$ cat src/rtl/ilv_psum_pkg.sv
package ilv_psum_pkg;
  typedef enum logic [1:0] {
    ST_RUN   = 2'd0,
    ST_DRAIN = 2'd1,
    ST_RED   = 2'd2
  } psum_st_e;
endpackage

$ cat src/rtl/ilv_psum_pipe.sv
module ilv_psum_pipe #(
  parameter int N      = 4,
  parameter int ELEM_W = 8,
  parameter int ACC_W  = 24,
  parameter int LAT    = 3,
  parameter int SEG_W  = 2
) (
  input  logic                        clk_i,
  input  logic                        rst_ni,
  input  logic                        issue_i,
  input  logic [SEG_W-1:0]            issue_seg_i,
  input  logic [N-1:0][ACC_W-1:0]     lane_i,
  input  logic [N-1:0][ELEM_W-1:0]    elem_i,
  output logic                        wr_valid_o,
  output logic [SEG_W-1:0]            wr_seg_o,
  output logic [N-1:0][ACC_W-1:0]     wr_data_o,
  output logic                        busy_o
);
  localparam int STAGES = LAT - 1;

  logic [STAGES-1:0]          v_q;
  logic [SEG_W-1:0]           seg_q [STAGES];
  logic [N-1:0][ACC_W-1:0]    dat_q [STAGES];
  logic [N-1:0][ACC_W-1:0]    sum_d;

  always_comb begin
    for (int i = 0; i < N; i++) sum_d[i] = lane_i[i] + ACC_W'(elem_i[i]);
  end

  always_ff @(posedge clk_i or negedge rst_ni) begin
    if (!rst_ni) begin
      v_q <= '0;
      for (int s = 0; s < STAGES; s++) begin
        seg_q[s] <= '0;
        dat_q[s] <= '0;
      end
    end else begin
      v_q[0] <= issue_i;
      if (issue_i) begin
        seg_q[0] <= issue_seg_i;
        dat_q[0] <= sum_d;
      end
      for (int s = 1; s < STAGES; s++) begin
        v_q[s] <= v_q[s-1];
        if (v_q[s-1]) begin
          seg_q[s] <= seg_q[s-1];
          dat_q[s] <= dat_q[s-1];
        end
      end
    end
  end

  assign wr_valid_o = v_q[STAGES-1];
  assign wr_seg_o   = seg_q[STAGES-1];
  assign wr_data_o  = dat_q[STAGES-1];
  assign busy_o     = |v_q;

  for (genvar s = 0; s < STAGES; s++) begin : g_haz

    no_seg_reissue_chk: assert property (@(posedge clk_i) disable iff (!rst_ni)
      (issue_i && v_q[s]) |-> (issue_seg_i != seg_q[s]));
  end
endmodule

$ cat src/rtl/ilv_psum_section.sv
module ilv_psum_section #(
  parameter int N      = 4,
  parameter int ELEM_W = 8,
  parameter int ACC_W  = 24,
  parameter int KW     = 8
) (
  input  logic                      clk_i,
  input  logic                      rst_ni,
  input  logic                      beat_i,
  input  logic                      last_i,
  input  logic [N-1:0][ELEM_W-1:0]  elem_i,
  input  logic [KW-1:0]             size_i,
  output logic                      sec_valid_o,
  output logic [ACC_W-1:0]          sec_sum_o
);
  localparam int CW = KW + 1;

  logic             in_stream_q, flush_q, sec_valid_q;
  logic [KW-1:0]    k_q, k_raw, k_eff;
  logic [CW-1:0]    cnt_q, cnt_nxt, rem;
  logic [ACC_W-1:0] acc_q, acc_nxt, sec_sum_q, head, tail;
  logic [ACC_W-1:0] pre [N+1];
  logic             en, hit, flush_need;

  assign k_raw = in_stream_q ? k_q : size_i;
  assign k_eff = (k_raw != '0 && k_raw < KW'(N)) ? KW'(N) : k_raw;
  assign en    = (k_eff != '0);
  assign rem   = CW'(k_eff) - cnt_q;
  assign hit   = en && (rem <= CW'(N));

  always_comb begin
    pre[0] = '0;
    for (int j = 0; j < N; j++) pre[j+1] = pre[j] + ACC_W'(elem_i[j]);
    head = '0;
    for (int j = 0; j <= N; j++) if (rem == CW'(j)) head = pre[j];
    tail = pre[N] - head;
  end

  // boundary inside the beat: remainder opens the next section
  assign cnt_nxt    = !en ? '0 : (hit ? CW'(N) - rem : cnt_q + CW'(N));
  assign acc_nxt    = !en ? '0 : (hit ? tail : acc_q + pre[N]);
  assign flush_need = en && (cnt_nxt != '0);

  always_ff @(posedge clk_i or negedge rst_ni) begin
    if (!rst_ni) begin
      in_stream_q <= 1'b0;
      flush_q     <= 1'b0;
      sec_valid_q <= 1'b0;
      sec_sum_q   <= '0;
      k_q         <= '0;
      cnt_q       <= '0;
      acc_q       <= '0;
    end else begin
      sec_valid_q <= 1'b0;
      if (flush_q) begin
        sec_valid_q <= 1'b1;
        sec_sum_q   <= acc_q;
        acc_q       <= '0;
        cnt_q       <= '0;
        flush_q     <= 1'b0;
      end else if (beat_i) begin
        k_q         <= k_eff;
        in_stream_q <= !last_i;
        if (hit) begin
          sec_valid_q <= 1'b1;
          sec_sum_q   <= acc_q + head;
        end
        if (last_i && !flush_need) begin
          acc_q <= '0;
          cnt_q <= '0;
        end else begin
          acc_q <= acc_nxt;
          cnt_q <= cnt_nxt;
        end
        flush_q <= last_i && flush_need;
      end
    end
  end

  assign sec_valid_o = sec_valid_q;
  assign sec_sum_o   = sec_sum_q;


  sec_cnt_below_k_chk: assert property (@(posedge clk_i) disable iff (!rst_ni)
    (in_stream_q && k_q != '0) |-> (cnt_q < CW'(k_q)));

  flush_no_beat_chk: assert property (@(posedge clk_i) disable iff (!rst_ni)
    flush_q |-> !beat_i);

  sec_off_silent_chk: assert property (@(posedge clk_i) disable iff (!rst_ni)
    (beat_i && !en) |=> !sec_valid_o);
endmodule

$ cat src/rtl/ilv_psum_reduce.sv
module ilv_psum_reduce #(
  parameter int N     = 4,
  parameter int ACC_W = 24,
  parameter int P     = 3,
  parameter int SEG_W = 2
) (
  input  logic                     clk_i,
  input  logic                     rst_ni,
  input  logic                     start_i,
  input  logic                     busy_i,
  input  logic [N-1:0][ACC_W-1:0]  seg_lanes_i,
  output logic [SEG_W-1:0]         rd_seg_o,
  output logic                     last_o,
  output logic                     done_o,
  output logic [ACC_W-1:0]         sum_o
);
  logic             active_q, done_q;
  logic [SEG_W-1:0] idx_q;
  logic [ACC_W-1:0] acc_q, sum_q, seg_tot;

  always_comb begin
    seg_tot = '0;
    for (int i = 0; i < N; i++) seg_tot = seg_tot + seg_lanes_i[i];
  end

  assign last_o = active_q && (idx_q == SEG_W'(P - 1));

  always_ff @(posedge clk_i or negedge rst_ni) begin
    if (!rst_ni) begin
      active_q <= 1'b0;
      done_q   <= 1'b0;
      idx_q    <= '0;
      acc_q    <= '0;
      sum_q    <= '0;
    end else begin
      done_q <= 1'b0;
      if (start_i) begin
        active_q <= 1'b1;
        idx_q    <= '0;
        acc_q    <= '0;
      end else if (active_q) begin
        if (last_o) begin
          active_q <= 1'b0;
          done_q   <= 1'b1;
          sum_q    <= acc_q + seg_tot;
        end else begin
          acc_q <= acc_q + seg_tot;
          idx_q <= idx_q + SEG_W'(1);
        end
      end
    end
  end

  assign rd_seg_o = idx_q;
  assign done_o   = done_q;
  assign sum_o    = sum_q;


  red_after_drain_chk: assert property (@(posedge clk_i) disable iff (!rst_ni)
    active_q |-> !busy_i);

  start_idle_chk: assert property (@(posedge clk_i) disable iff (!rst_ni)
    start_i |-> !active_q);

  done_pulse_chk: assert property (@(posedge clk_i) disable iff (!rst_ni)
    done_q |=> !done_q);
endmodule

$ cat src/rtl/ilv_psum_acc.sv
module ilv_psum_acc #(
  parameter int N      = 4,
  parameter int ELEM_W = 8,
  parameter int ACC_W  = 24,
  parameter int LAT    = 3,
  parameter int KW     = 8
) (
  input  logic                  clk_i,
  input  logic                  rst_ni,
  input  logic                  in_valid_i,
  output logic                  in_ready_o,
  input  logic [N*ELEM_W-1:0]   in_data_i,
  input  logic                  in_last_i,
  input  logic [KW-1:0]         sec_size_i,
  output logic                  sec_valid_o,
  output logic [ACC_W-1:0]      sec_sum_o,
  output logic                  res_valid_o,
  output logic [ACC_W-1:0]      res_sum_o
);
  import ilv_psum_pkg::*;

  localparam int P     = LAT;
  localparam int SEG_W = (P > 1) ? $clog2(P) : 1;

  psum_st_e                 st_q;
  logic [SEG_W-1:0]         seg_q, wr_seg, rd_seg;
  logic [N-1:0][ACC_W-1:0]  lane_q [P];
  logic [N-1:0][ELEM_W-1:0] elem_v;
  logic [N-1:0][ACC_W-1:0]  wr_data;
  logic                     accept, wr_valid, busy, red_start, red_last, lane_nz;

  assign elem_v     = in_data_i;
  assign in_ready_o = (st_q == ST_RUN);
  assign accept     = in_valid_i && in_ready_o;
  assign red_start  = (st_q == ST_DRAIN) && !busy;

  ilv_psum_pipe #(.N(N), .ELEM_W(ELEM_W), .ACC_W(ACC_W), .LAT(LAT), .SEG_W(SEG_W)) u_pipe (
    .clk_i       (clk_i),
    .rst_ni      (rst_ni),
    .issue_i     (accept),
    .issue_seg_i (seg_q),
    .lane_i      (lane_q[seg_q]),
    .elem_i      (elem_v),
    .wr_valid_o  (wr_valid),
    .wr_seg_o    (wr_seg),
    .wr_data_o   (wr_data),
    .busy_o      (busy)
  );

  ilv_psum_reduce #(.N(N), .ACC_W(ACC_W), .P(P), .SEG_W(SEG_W)) u_red (
    .clk_i       (clk_i),
    .rst_ni      (rst_ni),
    .start_i     (red_start),
    .busy_i      (busy),
    .seg_lanes_i (lane_q[rd_seg]),
    .rd_seg_o    (rd_seg),
    .last_o      (red_last),
    .done_o      (res_valid_o),
    .sum_o       (res_sum_o)
  );

  ilv_psum_section #(.N(N), .ELEM_W(ELEM_W), .ACC_W(ACC_W), .KW(KW)) u_sec (
    .clk_i       (clk_i),
    .rst_ni      (rst_ni),
    .beat_i      (accept),
    .last_i      (in_last_i),
    .elem_i      (elem_v),
    .size_i      (sec_size_i),
    .sec_valid_o (sec_valid_o),
    .sec_sum_o   (sec_sum_o)
  );

  always_ff @(posedge clk_i or negedge rst_ni) begin
    if (!rst_ni) begin
      st_q <= ST_RUN;
    end else begin
      unique case (st_q)
        ST_RUN:   if (accept && in_last_i) st_q <= ST_DRAIN;
        ST_DRAIN: if (!busy)               st_q <= ST_RED;
        ST_RED:   if (red_last)            st_q <= ST_RUN;
        default:                           st_q <= ST_RUN;
      endcase
    end
  end

  always_ff @(posedge clk_i or negedge rst_ni) begin
    if (!rst_ni)       seg_q <= '0;
    else if (red_last) seg_q <= '0;
    else if (accept)   seg_q <= (seg_q == SEG_W'(P - 1)) ? '0 : seg_q + SEG_W'(1);
  end

  always_ff @(posedge clk_i or negedge rst_ni) begin
    if (!rst_ni) begin
      for (int s = 0; s < P; s++) lane_q[s] <= '0;
    end else if (red_last) begin
      for (int s = 0; s < P; s++) lane_q[s] <= '0;
    end else if (wr_valid) begin
      lane_q[wr_seg] <= wr_data;
    end
  end

  always_comb begin
    lane_nz = 1'b0;
    for (int s = 0; s < P; s++)
      for (int i = 0; i < N; i++) lane_nz = lane_nz | (|lane_q[s][i]);
  end


  last_blocks_chk: assert property (@(posedge clk_i) disable iff (!rst_ni)
    (accept && in_last_i) |=> !in_ready_o);

  ready_back_chk: assert property (@(posedge clk_i) disable iff (!rst_ni)
    res_valid_o |-> in_ready_o);

  seg_range_chk: assert property (@(posedge clk_i) disable iff (!rst_ni)
    seg_q < SEG_W'(P));

  lanes_clear_chk: assert property (@(posedge clk_i) disable iff (!rst_ni)
    res_valid_o |-> !lane_nz);
endmodule

$ cat config.mk
export PLATFORM = sky130hd
export DESIGN_NAME = ilv_psum_acc
export DESIGN_NICKNAME = d
export VERILOG_FILES = /design/src/rtl/ilv_psum_pkg.sv /design/src/rtl/ilv_psum_pipe.sv /design/src/rtl/ilv_psum_section.sv /design/src/rtl/ilv_psum_reduce.sv /design/src/rtl/ilv_psum_acc.sv
export SDC_FILE = /design/constraint.sdc
export NUM_CORES = 2
export LEC_CHECK = 0
export ABC_AREA = 1
export BUFFER_PORTS_ARGS = -buffer_cell sky130_fd_sc_hd__buf_2
export CAP_MARGIN = 20
export CORE_ASPECT_RATIO = 1.75
export CORE_UTILIZATION = 51
export CTS_CLUSTER_DIAMETER = 40
export DETAILED_ROUTE_END_ITERATION = 12
export GPL_ROUTABILITY_DRIVEN = 0
export PLACE_DENSITY_LB_ADDON = 0.12
export SLEW_MARGIN = 20
export SYNTH_ARGS = -nofsm -noshare
export SYNTH_HDL_FRONTEND = slang
export SYNTH_HIERARCHICAL = 1
export SYNTH_SLANG_ARGS = --single-unit
$ cat constraint.sdc
create_clock -name clk_i -period 15.6 [get_ports clk_i]
set_clock_uncertainty 0.05 [all_clocks]
set_input_delay 1.56 -clock clk_i [delete_from_list [all_inputs] [get_ports clk_i]]
set_output_delay 1.56 -clock clk_i [all_outputs]
set_load 0.01 [all_outputs]
==> impl_metrics.env <==
export IMPL_tightestPinTransition_ns=1.16
export IMPL_first_pass_iters=5
export IMPL_die_h_um=378
export IMPL_post_route_drc_count=0
export IMPL_h_tree_depth=3
export IMPL_grt_util_all_layers_pct=34.5
export IMPL_hold_path_class="reg2reg"
export IMPL_grt_max_degree=179
export IMPL_nNetsFinal=5885
export IMPL_timing_setup_tns_ns=0
export IMPL_portBuffers=94
export IMPL_grt_busiest_layer="met2"
export IMPL_slew_violations=0
export IMPL_hpwl_mm=95.1
export IMPL_crit_cells=38
export IMPL_cts_tree="done"
export IMPL_drive_gt1_share_pct=8.39
export IMPL_dpl_cell_area_um2=41400
export IMPL_worst_r2r_cell_count=37
export IMPL_grt_overflow_total=0
export IMPL_synth_flop_cell="dfrtp_1"
export IMPL_min_period_over_period_pct=44.3
export IMPL_initial_utilization_pct=51.6
export IMPL_crit_start="sec_size_i[6]"
export IMPL_core_area_um2=79900
export IMPL_syn_to_final_growth_pct=7.40
export IMPL_dieArea_um2=82000
export IMPL_cts_setup_buffers=0
export IMPL_antenna_found_initial=0
export IMPL_design_area_um2=44200
export IMPL_startpoint_type="primary input"
export IMPL_worstPathArrival_ns=7.46
export IMPL_path_buf_inv=5
export IMPL_critical_path_max_stage_delay_ns=0.46
export IMPL_yosysMostFrequentCell="nand2_1"
export IMPL_ant_nets=0
export IMPL_clock_sinks=610
export IMPL_syn_area_um2=41200
export IMPL_seq_area_frac_synth_pct=37.1
export IMPL_synth_avg_cell_area_um2=7.11
export IMPL_ys_types=51
export IMPL_synth_seq_cells=610
export IMPL_period_needed_ns=6.91
export IMPL_synth_cells=5792
export IMPL_crit_end="u_sec/acc_q[18]"
export IMPL_wl_per_cell_um=20.9
export IMPL_clkTransAtPathRegs_ns=0.05
export IMPL_synth_nets=6031
export IMPL_setup_worst_path_class="in2reg"
export IMPL_synth_edf_count=0
export IMPL_grtUsageMet2_pct=60.5
export IMPL_cts_hold_buf=0
export IMPL_diodes=0
export IMPL_vias=38300
export IMPL_io_pins=95
export IMPL_rows=137
export IMPL_synth_top_area_share_pct=37.1
export IMPL_grt_pass1_vias=37600
export IMPL_drv_cap=0
export IMPL_drtIter0Drc=3260
export IMPL_clockRootBuffer="clkbuf_16"
export IMPL_cts_path_max_buffers=3
export IMPL_via_per_inst=5.67
export IMPL_status="finished, final reports clean"
export IMPL_r2r_setup_slack_ns=9.03
export IMPL_synth_warnings=6
export IMPL_worstPathRequired_ns=16.16
export IMPL_synthTopCellsByCount="nand2_1 (1931), nand3_1 (832), inv_1 (637), dfrtp_1 (610), nor2_1 (378)"
export IMPL_r2r_end="u_sec/acc_q[18]"
export IMPL_worstHoldStart="u_pipe/seg_q[2]"
export IMPL_clock_fmax_mhz=145
export IMPL_endpoint_kind="register"
export IMPL_cts_buffers=82
export IMPL_ctsResizeCount=0
export IMPL_die_w_um=217
export IMPL_hold_violations=0
export IMPL_grt_use_met3_pct=5.27
export IMPL_seq_area_um2=15300
export IMPL_yosys_area_top_type="dfrtp_1"
export IMPL_crit_fanout=12
export IMPL_grt_util_met1_pct=38.0
export IMPL_grt_pass1_wl_mm=215
export IMPL_critPathTopFamily="simple AND/OR/NAND/NOR gates"
export IMPL_cpMostUsedCell="nand2_1"
export IMPL_fillers=7837
export IMPL_setup_viol=0
export IMPL_wirelength_mm=141
export IMPL_clk_insertion_delay_late_ns=0.69
export IMPL_multiInputGateArea_um2=21600
export IMPL_reg2reg_from="u_sec/in_stream_q"
export IMPL_timing_slew_headroom_pct=22.8
export IMPL_rsz0062_at_grt="no"
export IMPL_ys_async_sr_fraction_pct=100
export IMPL_synth_area_leaders="dfrtp_1 (37%), nand2_1 (18%), nand3_1 (10%), inv_1 (5.8%), fa_1 (3.8%)"
export IMPL_cp_slowest_cell="fa_1"
-- stage by stage --
stage          hold slack (ns)  instances  setup slack, ns  utilization [%]
6_report                 0.420       6752             8.69             55.4
3_5_place_dp             0.406       6604             8.05             51.9
4_1_cts                  0.420       6752             8.79             55.4
2_1_floorplan            0.299       5792             9.34                -
5_1_grt                  0.442       6752             8.03             55.4
3_3_place_gp             0.399       6604             8.18             51.9
-- worst min-delay path: cells and delay by family, from the launching register on --
kind | cells | cell delay [ns]
and+or+nand+nor | 2 | 0.10
DFF | 1 | 0.34
-- worst min-delay path by stage --
| stage | to | cells after the start | slack, ns |
|---|---|---|---|
| finish | u_pipe/seg_q[2] | 2 | 0.42 |
| global route | u_pipe/dat_q[108] | 2 | 0.44 |
| CTS | u_pipe/seg_q[3] | 2 | 0.42 |
| detailed placement | u_pipe/dat_q[121] | 2 | 0.41 |
| global placement | u_pipe/dat_q[121] | 2 | 0.40 |
| floorplan | u_pipe/v_q[1] | 0 | 0.30 |
-- routing by layer --
layer	vias up	routed length [um]
li1	18000	-
met1	18300	51500
met2	1497	70300
met3	473	8920
met4	0	10300
met5	-	0
-- logic make-up after synthesis --
kind of cell | Yosys count | synth area share, %
simple gates | 3306 | 33.9
buf+inv | 1015 | 10.7
flops | 610 | 37.1
compound gates | 480 | 6.50
fa+ha+maj | 195 | 7.34
xor+xnor | 93 | 1.98
mux | 93 | 2.54
-- layout make-up --
cell class              instances  share of cell area, %
multi-input cells            4167                   48.8
repair buffers                134                   1.85
clock buffers                  95                   4.84
inverters                     651                   5.56
flip-flops and latches        610                   34.5
clock inverters                53                   1.50
well taps                    1042                   2.95
-- registers in the layout, summed over array words and instances, names as in the netlist, 2 cells and up --
| name | cells |
|---|---|
| u_sec/acc_q | 24 |
| u_pipe/wr_seg_o | 2 |
| u_red/sum_o | 24 |
| u_pipe/v_q | 2 |
| seg_q | 2 |
| u_red/rd_seg_o | 2 |
| u_pipe/dat_q | 96 |
| u_pipe/wr_data_o | 96 |
| u_pipe/seg_q | 2 |
| st_q | 2 |
| u_sec/sec_sum_o | 24 |
| u_red/acc_q | 24 |
| u_sec/cnt_q | 9 |
| lane_q | 288 |
| u_sec/k_q | 8 |
-- cells in the final DEF, fill, tap and decap left out, types with 10 or more instances in the layout --
cell,synthesis,final
nand2_1,1931,1930
nand3_1,832,830
inv_1,637,633
dfrtp_1,610,606
nor2_1,378,378
o21ai_0,291,291
ha_1,117,117
buf_2,90,93
mux2_2,91,91
clkbuf_16,0,82
fa_1,78,78
a21oi_1,66,66
xor2_1,51,51
nand4_1,47,47
o21ai_1,46,45
xnor2_1,42,42
buf_4,121,37
nand3b_1,23,23
nor3_1,21,21
nor2_2,21,17
o22ai_2,16,16
clkinv_2,0,13
inv_2,13,11
clkinvlp_4,0,11
o21bai_1,11,11
o22ai_1,11,11
o21ai_2,10,11
inv_6,0,10
nor2_4,6,10
or2_2,10,10
nand2_2,10,10
Power is not shown: default switching activity piles up to over one toggle a cycle in this logic, so the estimate is an artifact.
